File: config.mk
export PLATFORM = sky130hd
export DESIGN_NAME = bldc_chop_gen
export DESIGN_NICKNAME = d
export VERILOG_FILES = /design/src/rtl/bldc_chop_pkg.sv /design/src/rtl/bldc_carrier.sv /design/src/rtl/bldc_duty_sel.sv /design/src/rtl/bldc_phase_map.sv /design/src/rtl/bldc_chop_gen.sv
export SDC_FILE = /design/constraint.sdc
export NUM_CORES = 1
export LEC_CHECK = 0
export ABC_AREA = 1
export BUFFER_PORTS_ARGS = -buffer_cell sky130_fd_sc_hd__buf_2
export CAP_MARGIN = 30
export CORE_ASPECT_RATIO = 0.75
export CORE_MARGIN = 3
export CORE_UTILIZATION = 55
export CTS_CLUSTER_DIAMETER = 60
export DETAILED_ROUTE_END_ITERATION = 6
export GPL_TIMING_DRIVEN = 0
export PLACE_DENSITY_LB_ADDON = 0.08
export SLEW_MARGIN = 20
export SYNTH_ARGS = -nofsm -noshare
export SYNTH_HDL_FRONTEND = slang
export SYNTH_HIERARCHICAL = 1
export SYNTH_SLANG_ARGS = --single-unit
File: constraint.sdc
create_clock -name clk_i -period 3 [get_ports clk_i]
set_input_delay 0.75 -clock clk_i [delete_from_list [all_inputs] [get_ports clk_i]]
set_output_delay 0.75 -clock clk_i [all_outputs]
set_load 0.05 [all_outputs]
File: src/rtl/bldc_chop_pkg.sv
package bldc_chop_pkg;

  localparam int NPH = 3;

  typedef enum logic [2:0] {
    ROLE_IDLE,
    ROLE_HI_CHOP,
    ROLE_HI_ON,
    ROLE_LO_CHOP,
    ROLE_LO_ON
  } role_e;

  function automatic logic sector_ok(input logic [2:0] s);
    return (s != 3'd0) && (s != 3'd7);
  endfunction

  // source phase of a sector (high side conducts)
  function automatic logic [1:0] src_phase(input logic [2:0] s);
    case (s)
      3'd1, 3'd2: return 2'd0;
      3'd3, 3'd4: return 2'd1;
      default:    return 2'd2;
    endcase
  endfunction

  // sink phase of a sector (low side conducts)
  function automatic logic [1:0] snk_phase(input logic [2:0] s);
    case (s)
      3'd1:       return 2'd1;
      3'd2, 3'd3: return 2'd2;
      3'd4, 3'd5: return 2'd0;
      default:    return 2'd1;
    endcase
  endfunction

  function automatic logic [2:0] prev_sector(input logic [2:0] s);
    return (s == 3'd1) ? 3'd6 : s - 3'd1;
  endfunction

  function automatic role_e phase_role(input logic [1:0] p, input logic [2:0] s,
                                       input logic comm);
    logic [2:0] ps;
    ps = prev_sector(s);
    if (!sector_ok(s)) return ROLE_IDLE;
    if (!comm) begin
      if (p == src_phase(s)) return ROLE_HI_CHOP;
      if (p == snk_phase(s)) return ROLE_LO_ON;
      return ROLE_IDLE;
    end
    if (!s[0]) begin
      // source held, old sink chopped off, new sink on
      if (p == src_phase(s))  return ROLE_HI_CHOP;
      if (p == snk_phase(ps)) return ROLE_LO_CHOP;
      if (p == snk_phase(s))  return ROLE_LO_ON;
    end else begin
      // sink held, old source chopped, new source on
      if (p == snk_phase(s))  return ROLE_LO_CHOP;
      if (p == src_phase(ps)) return ROLE_HI_CHOP;
      if (p == src_phase(s))  return ROLE_HI_ON;
    end
    return ROLE_IDLE;
  endfunction

endpackage

File: src/rtl/bldc_carrier.sv
module bldc_carrier #(
  parameter int CNT_W      = 16,
  parameter int RST_PERIOD = 12500
) (
  input  logic             clk_i,
  input  logic             rst_ni,
  input  logic [CNT_W-1:0] period_i,
  output logic [CNT_W-1:0] cnt_o,
  output logic             wrap_o
);

  localparam logic [CNT_W-1:0] RST_P = CNT_W'(RST_PERIOD);

  logic [CNT_W-1:0] cnt_q, period_q, last_c;

  assign last_c = (period_q == '0) ? '0 : period_q - CNT_W'(1);
  assign wrap_o = (cnt_q == last_c);
  assign cnt_o  = cnt_q;

  always_ff @(posedge clk_i or negedge rst_ni) begin
    if (!rst_ni) begin
      cnt_q    <= '0;
      period_q <= RST_P;
    end else if (wrap_o) begin
      cnt_q    <= '0;
      period_q <= period_i;
    end else begin
      cnt_q    <= cnt_q + CNT_W'(1);
    end
  end

endmodule

File: src/rtl/bldc_duty_sel.sv
module bldc_duty_sel #(
  parameter int CNT_W = 16
) (
  input  logic             clk_i,
  input  logic             rst_ni,
  input  logic             wrap_i,
  input  logic [CNT_W-1:0] cnt_i,
  input  logic [2:0]       sector_i,
  input  logic             comm_i,
  input  logic [CNT_W-1:0] ton_norm_i,
  input  logic [CNT_W-1:0] ton_comm_even_i,
  input  logic [CNT_W-1:0] ton_comm_odd_i,
  output logic             chop_o
);

  localparam int NSH = 3;

  logic [NSH-1:0][CNT_W-1:0] ton_in, ton_q;
  logic [CNT_W-1:0]          ton_sel;

  assign ton_in = {ton_comm_odd_i, ton_comm_even_i, ton_norm_i};

  // per-slot shadow registers, loaded only at carrier wrap
  for (genvar i = 0; i < NSH; i++) begin : g_shadow
    always_ff @(posedge clk_i or negedge rst_ni) begin
      if (!rst_ni)     ton_q[i] <= '0;
      else if (wrap_i) ton_q[i] <= ton_in[i];
    end
  end

  always_comb begin
    if (!comm_i)          ton_sel = ton_q[0];
    else if (!sector_i[0]) ton_sel = ton_q[1];
    else                  ton_sel = ton_q[2];
  end

  assign chop_o = (cnt_i < ton_sel);

endmodule

File: src/rtl/bldc_phase_map.sv
module bldc_phase_map
  import bldc_chop_pkg::*;
(
  input  logic           chop_i,
  input  logic [2:0]     sector_i,
  input  logic           comm_i,
  output logic [NPH-1:0] hi_o,
  output logic [NPH-1:0] lo_o
);

  for (genvar p = 0; p < NPH; p++) begin : g_ph
    role_e role;
    assign role = phase_role(2'(p), sector_i, comm_i);
    always_comb begin
      hi_o[p] = 1'b0;
      lo_o[p] = 1'b0;
      case (role)
        ROLE_HI_CHOP: hi_o[p] = chop_i;
        ROLE_HI_ON:   hi_o[p] = 1'b1;
        ROLE_LO_CHOP: lo_o[p] = chop_i;
        ROLE_LO_ON:   lo_o[p] = 1'b1;
        default: ;
      endcase
    end
  end

endmodule

File: src/rtl/bldc_chop_gen.sv
module bldc_chop_gen
  import bldc_chop_pkg::*;
#(
  parameter int CNT_W      = 16,
  parameter int RST_PERIOD = 12500
) (
  input  logic             clk_i,
  input  logic             rst_ni,
  input  logic [CNT_W-1:0] period_i,
  input  logic [2:0]       sector_i,
  input  logic             comm_i,
  input  logic [CNT_W-1:0] ton_norm_i,
  input  logic [CNT_W-1:0] ton_comm_even_i,
  input  logic [CNT_W-1:0] ton_comm_odd_i,
  output logic [CNT_W-1:0] cnt_o,
  output logic [2:0]       gate_hi_o,
  output logic [2:0]       gate_lo_o,
  output logic             chop_edge_o
);

  logic           wrap, chop_c, chop_q, edge_q;
  logic [NPH-1:0] hi_c, lo_c, hi_q, lo_q;

  bldc_carrier #(.CNT_W(CNT_W), .RST_PERIOD(RST_PERIOD)) u_carrier (
    .clk_i    (clk_i),
    .rst_ni   (rst_ni),
    .period_i (period_i),
    .cnt_o    (cnt_o),
    .wrap_o   (wrap)
  );

  bldc_duty_sel #(.CNT_W(CNT_W)) u_duty (
    .clk_i           (clk_i),
    .rst_ni          (rst_ni),
    .wrap_i          (wrap),
    .cnt_i           (cnt_o),
    .sector_i        (sector_i),
    .comm_i          (comm_i),
    .ton_norm_i      (ton_norm_i),
    .ton_comm_even_i (ton_comm_even_i),
    .ton_comm_odd_i  (ton_comm_odd_i),
    .chop_o          (chop_c)
  );

  bldc_phase_map u_map (
    .chop_i   (chop_c),
    .sector_i (sector_i),
    .comm_i   (comm_i),
    .hi_o     (hi_c),
    .lo_o     (lo_c)
  );

  always_ff @(posedge clk_i or negedge rst_ni) begin
    if (!rst_ni) begin
      hi_q   <= '0;
      lo_q   <= '0;
      chop_q <= 1'b0;
      edge_q <= 1'b0;
    end else begin
      hi_q   <= hi_c;
      lo_q   <= lo_c;
      chop_q <= chop_c;
      edge_q <= chop_c ^ chop_q;
    end
  end

  assign gate_hi_o   = hi_q;
  assign gate_lo_o   = lo_q;
  assign chop_edge_o = edge_q;

endmodule

==> impl_metrics.prom <==
# TYPE chip_impl_metric gauge
chip_impl_info{name="run_status",value="completed"} 1
chip_impl_metric{name="antenna_left",unit=""} 0
chip_impl_metric{name="crit_required",unit="ns"} 3.23
chip_impl_metric{name="fin_crit",unit="ns"} 2.83
chip_impl_metric{name="dpl_cell_area",unit="um^2"} 6350
chip_impl_metric{name="worstRegToRegCells",unit=""} 13
chip_impl_metric{name="period_share",unit="%"} 94.2
chip_impl_info{name="criticalPathCategory",value="flip-flop to flip-flop"} 1
chip_impl_metric{name="placed_cell_count",unit=""} 975
chip_impl_info{name="reg2reg_to",value="u_duty/ton_q[4]"} 1
chip_impl_metric{name="core_area",unit="um^2"} 9890
chip_impl_metric{name="postSynthAreaPerCell",unit="um^2"} 7.60
chip_impl_metric{name="route.detailed.wl_per_inst",unit="um"} 15.1
chip_impl_metric{name="finClkSkew",unit="ns"} 0.00904
chip_impl_metric{name="top_level_ports",unit=""} 93
chip_impl_info{name="timing.critical_path.from",value="u_carrier/period_q[0]"} 1
chip_impl_metric{name="timing.max_slew.rel_slack",unit="%"} 69.4
chip_impl_metric{name="drc_viols",unit=""} 0
chip_impl_info{name="r2r-start",value="u_carrier/period_q[0]"} 1
chip_impl_metric{name="slew_worst_pin",unit="ns"} 0.459
chip_impl_info{name="start_kind",value="flip-flop"} 1
chip_impl_metric{name="total_leakage_power",unit="nW"} 3.57
chip_impl_metric{name="num-nets-final",unit=""} 948
chip_impl_info{name="setup.worst_path.end",value="u_duty/ton_q[4]"} 1
chip_impl_info{name="worstSetupEndpointType",value="flip-flop"} 1
chip_impl_metric{name="max_clock_freq",unit="MHz"} 354
chip_impl_metric{name="buffers_and_inverters_on_the_worst_path",unit=""} 3
chip_impl_metric{name="drt_wl_total",unit="um"} 15000
chip_impl_metric{name="clk_pin_slew_worst_paths",unit="ns"} 0.07
chip_impl_metric{name="final-setup-viol-count",unit=""} 0
chip_impl_metric{name="powerDensity",unit="nW/um^2"} 400
chip_impl_metric{name="reg2reg_slack",unit="ns"} 0.17
chip_impl_info{name="cts_tree",value="done"} 1
chip_impl_metric{name="synth_enable_flop_cells",unit=""} 0
chip_impl_metric{name="syn_area",unit="um^2"} 5700
chip_impl_metric{name="synth_warnings",unit=""} 6
chip_impl_metric{name="htreeDepth",unit=""} 3
chip_impl_info{name="rsz0062_at_grt",value="false"} 1
chip_impl_info{name="synth_top_flop_cell",value="sky130_fd_sc_hd__dfrtp_1"} 1
chip_impl_metric{name="path_depth",unit=""} 13
chip_impl_info{name="most_common_cell_after_layout_fill_and_taps_aside",value="sky130_fd_sc_hd__nand2_1"} 1
chip_impl_metric{name="synth_cell_types",unit=""} 36
chip_impl_metric{name="global_route_wire_length_before_repair",unit="um"} 24100
chip_impl_metric{name="syn_nets",unit=""} 844
chip_impl_info{name="worstPathCellList",value="inv_2 -> ha_2 -> nand2_2 -> nor2_1 -> nand3_1 -> nand3_2 -> nand2_1 -> nand2_1 -> nand4_1 -> nor2_1 -> clkbuf_4 -> buf_6 -> mux2_2"} 1
chip_impl_metric{name="power_consumption",unit="W"} 0.00268
chip_impl_metric{name="diodes",unit=""} 0
chip_impl_metric{name="globalRoute.totalOverflow",unit=""} 0
chip_impl_metric{name="grt_use_total",unit="%"} 26.6
chip_impl_metric{name="final_critical_path_setup_slack",unit="ns"} 0.173
chip_impl_metric{name="start_util",unit="%"} 57.6
chip_impl_metric{name="resized_cells_post_cts",unit=""} 1
chip_impl_info{name="crit_family",value="simple AND/OR/NAND/NOR gates"} 1
chip_impl_metric{name="final_design_area_no_fill",unit="um^2"} 6700
chip_impl_metric{name="num_cts_buffers",unit=""} 9
chip_impl_metric{name="finalCoreUtilization",unit="%"} 67.8
chip_impl_metric{name="antenna_found_initial",unit=""} 0
chip_impl_metric{name="vias_per_cell",unit=""} 5.44
chip_impl_metric{name="cts.path.max_buffers",unit=""} 2
chip_impl_metric{name="vias",unit=""} 5389
chip_impl_metric{name="holdBufCountCts",unit=""} 0
chip_impl_metric{name="async_set_or_reset_flop_fraction_in_the_synthesized_netlist",unit="%"} 100
chip_impl_metric{name="worst_ir_drop_vdd",unit="V"} 0.000278
chip_impl_metric{name="ys_ff_latch",unit=""} 88
chip_impl_info{name="holdCritPathClass",value="input pin to asynchronous set/reset pin"} 1
chip_impl_metric{name="number_of_max_slew_violations_in_the_final_report",unit=""} 0
chip_impl_metric{name="fp.dieW",unit="um"} 124
chip_impl_metric{name="post_synth_inst_count",unit=""} 750
chip_impl_metric{name="fp.dieH",unit="um"} 94.1
chip_impl_metric{name="synthToLayoutAreaGrowth",unit="%"} 17.7
chip_impl_metric{name="drive_gt1_share",unit="%"} 23.3
chip_impl_metric{name="detailedRoute.firstIterationViolations",unit=""} 393
chip_impl_metric{name="yosysSeqAreaShare",unit="%"} 38.8
chip_impl_metric{name="worstSkewPairLatency",unit="ns"} 0.35
chip_impl_info{name="cts.root.buffer_cell",value="sky130_fd_sc_hd__clkbuf_16"} 1
chip_impl_metric{name="timing.max_cap.violations",unit=""} 0
chip_impl_metric{name="place_worst_setup_slack",unit="ns"} -0.423
chip_impl_metric{name="finish.cell_count_without_fillers",unit=""} 991
chip_impl_metric{name="post-cts-setup-buffer-count",unit=""} 0
chip_impl_metric{name="dp_hpwl",unit="um"} 11800
chip_impl_metric{name="worst-endpoint-arrival",unit="ns"} 3.06
chip_impl_info{name="layout.cells.most_common_list",value="sky130_fd_sc_hd__nand2_1 (224), sky130_fd_sc_hd__buf_2 (97), sky130_fd_sc_hd__dfrtp_1 (82), sky130_fd_sc_hd__inv_1 (76), sky130_fd_sc_hd__nor2_1 (69)"} 1
chip_impl_metric{name="finalHoldViolations",unit=""} 0
chip_impl_metric{name="via_count_of_the_first_global_routing_pass",unit=""} 5030
chip_impl_metric{name="fp.dieArea",unit="um^2"} 11600
chip_impl_metric{name="portBuffers",unit=""} 92
chip_impl_metric{name="drt-pass1-iter-count",unit=""} 5
chip_impl_info{name="critical-path-slowest-cell",value="sky130_fd_sc_hd__dfrtp_1"} 1
chip_impl_metric{name="place.gp.congestion",unit=""} 0.898
chip_impl_metric{name="pin_count_of_the_biggest_net_entering_global_routing",unit=""} 60
chip_impl_metric{name="cts_sink_count",unit=""} 88
chip_impl_metric{name="row_count",unit=""} 31
chip_impl_metric{name="path_max_fanout",unit=""} 10
chip_impl_metric{name="cp_slowest_stage_delay",unit="ns"} 0.39
==> flip-flops by register name, indices dropped and copies added (netlist names) <==
register / cells
u_carrier/cnt_o: 16
chop_q: 1
gate_lo_o: 3
u_carrier/period_q: 16
gate_hi_o: 3
chop_edge_o: 1
u_duty/ton_q: 48
==> stage by stage <==
stage,hold WS [ns],setup TNS (ns)
3_5_place_dp,0.472,-2.69
3_3_place_gp,0.458,-2.70
2_1_floorplan,0.442,0
6_report,0.332,0
4_1_cts,0.334,0
5_1_grt,0.359,0
==> cell usage after synthesis (2+ instances only) <==
master	n	area share (%)
sky130_fd_sc_hd__buf_2	10	0.88
sky130_fd_sc_hd__mux2_2	33	6.5
sky130_fd_sc_hd__nor2_4	4	0.79
sky130_fd_sc_hd__xor2_1	15	2.3
sky130_fd_sc_hd__nand3b_1	2	0.26
sky130_fd_sc_hd__nand3_2	2	0.35
sky130_fd_sc_hd__o21ai_0	44	3.9
sky130_fd_sc_hd__o211ai_1	16	2.1
sky130_fd_sc_hd__nand3_1	55	4.8
sky130_fd_sc_hd__nand2_1	224	15
sky130_fd_sc_hd__o21ai_1	4	0.35
sky130_fd_sc_hd__ha_1	24	5.3
sky130_fd_sc_hd__buf_4	2	0.26
sky130_fd_sc_hd__nor2_1	69	4.5
sky130_fd_sc_hd__inv_1	77	5.1
sky130_fd_sc_hd__nor2_2	7	0.77
sky130_fd_sc_hd__clkbuf_1	7	0.46
sky130_fd_sc_hd__nand2_2	7	0.77
sky130_fd_sc_hd__nor3_1	2	0.18
sky130_fd_sc_hd__nand4_1	26	2.9
sky130_fd_sc_hd__inv_2	4	0.26
sky130_fd_sc_hd__dfstp_2	6	2.8
sky130_fd_sc_hd__o21bai_1	2	0.26
sky130_fd_sc_hd__buf_6	3	0.59
sky130_fd_sc_hd__dfrtp_1	82	36
sky130_fd_sc_hd__a21oi_1	13	1.1
==> metal layers <==
metal	part of all wire, %	wire (um)	vias to the layer above	GRT usage, %
met3	7.4	1110	26	5.06
met2	44	6610	186	39.9
met1	47	6970	2528	38.6
met5	0	0	-	0
li1	-	-	2649	-
met4	1.8	274	0	8.66
==> worst register-to-register path: stages (launching register included) <==
cell and delay (ns):
sky130_fd_sc_hd__dfrtp_1 0.39, sky130_fd_sc_hd__inv_2 0.10, sky130_fd_sc_hd__ha_2 0.23, sky130_fd_sc_hd__nand2_2 0.13, sky130_fd_sc_hd__nor2_1 0.34, sky130_fd_sc_hd__nand3_1 0.22
sky130_fd_sc_hd__nand3_2 0.14, sky130_fd_sc_hd__nand2_1 0.06, sky130_fd_sc_hd__nand2_1 0.09, sky130_fd_sc_hd__nand4_1 0.13, sky130_fd_sc_hd__nor2_1 0.14, sky130_fd_sc_hd__clkbuf_4 0.22
sky130_fd_sc_hd__buf_6 0.17, sky130_fd_sc_hd__mux2_2 0.35
==> worst min path at each step <==
stage                        endpoint  depth (start not counted)
2_1_floorplan   u_carrier/period_q[0]                          2
3_3_place_gp              chop_edge_o                          2
3_5_place_dp    u_carrier/period_q[0]                          2
4_1_cts        u_carrier/period_q[11]                          1
5_1_grt        u_carrier/period_q[11]                          1
6_report       u_carrier/period_q[15]                          1
==> logic make-up after synthesis <==
| group | Yosys count | synth area share [%] |
|---|---|---|
| AND/OR/NAND/NOR | 402 | 31.1 |
| buffers and inverters | 104 | 7.60 |
| flip-flops | 88 | 38.8 |
| AO/OA/AOI/OAI | 83 | 8.30 |
| multiplexers | 33 | 6.52 |
| adder cells (fa/ha/maj) | 24 | 5.27 |
| XOR/XNOR | 16 | 2.46 |
==> power breakdown <==
part	switching, W	leakage (nW)	total, W	internal (W)
clock	0.000516	0.155	0.00118	0.000665
combinational	0.000199	2.37	0.000301	0.000101
sequential	0.00000254	1.05	0.00120	0.00120
total	0.000717	3.57	0.00268	0.00196
==> cell type report <==
| type | count | area [um^2] |
|---|---|---|
| inverter | 81 | 304 |
| tap | 132 | 165 |
| buffer | 23 | 156 |
| sequential | 88 | 2210 |
| clock inverter | 7 | 83.8 |
| fill | 847 | 3190 |
| clock buffer | 9 | 225 |
| multi-input combinational | 558 | 3070 |
| timing repair buffer | 93 | 490 |
Power figures use the tool's default switching activity.
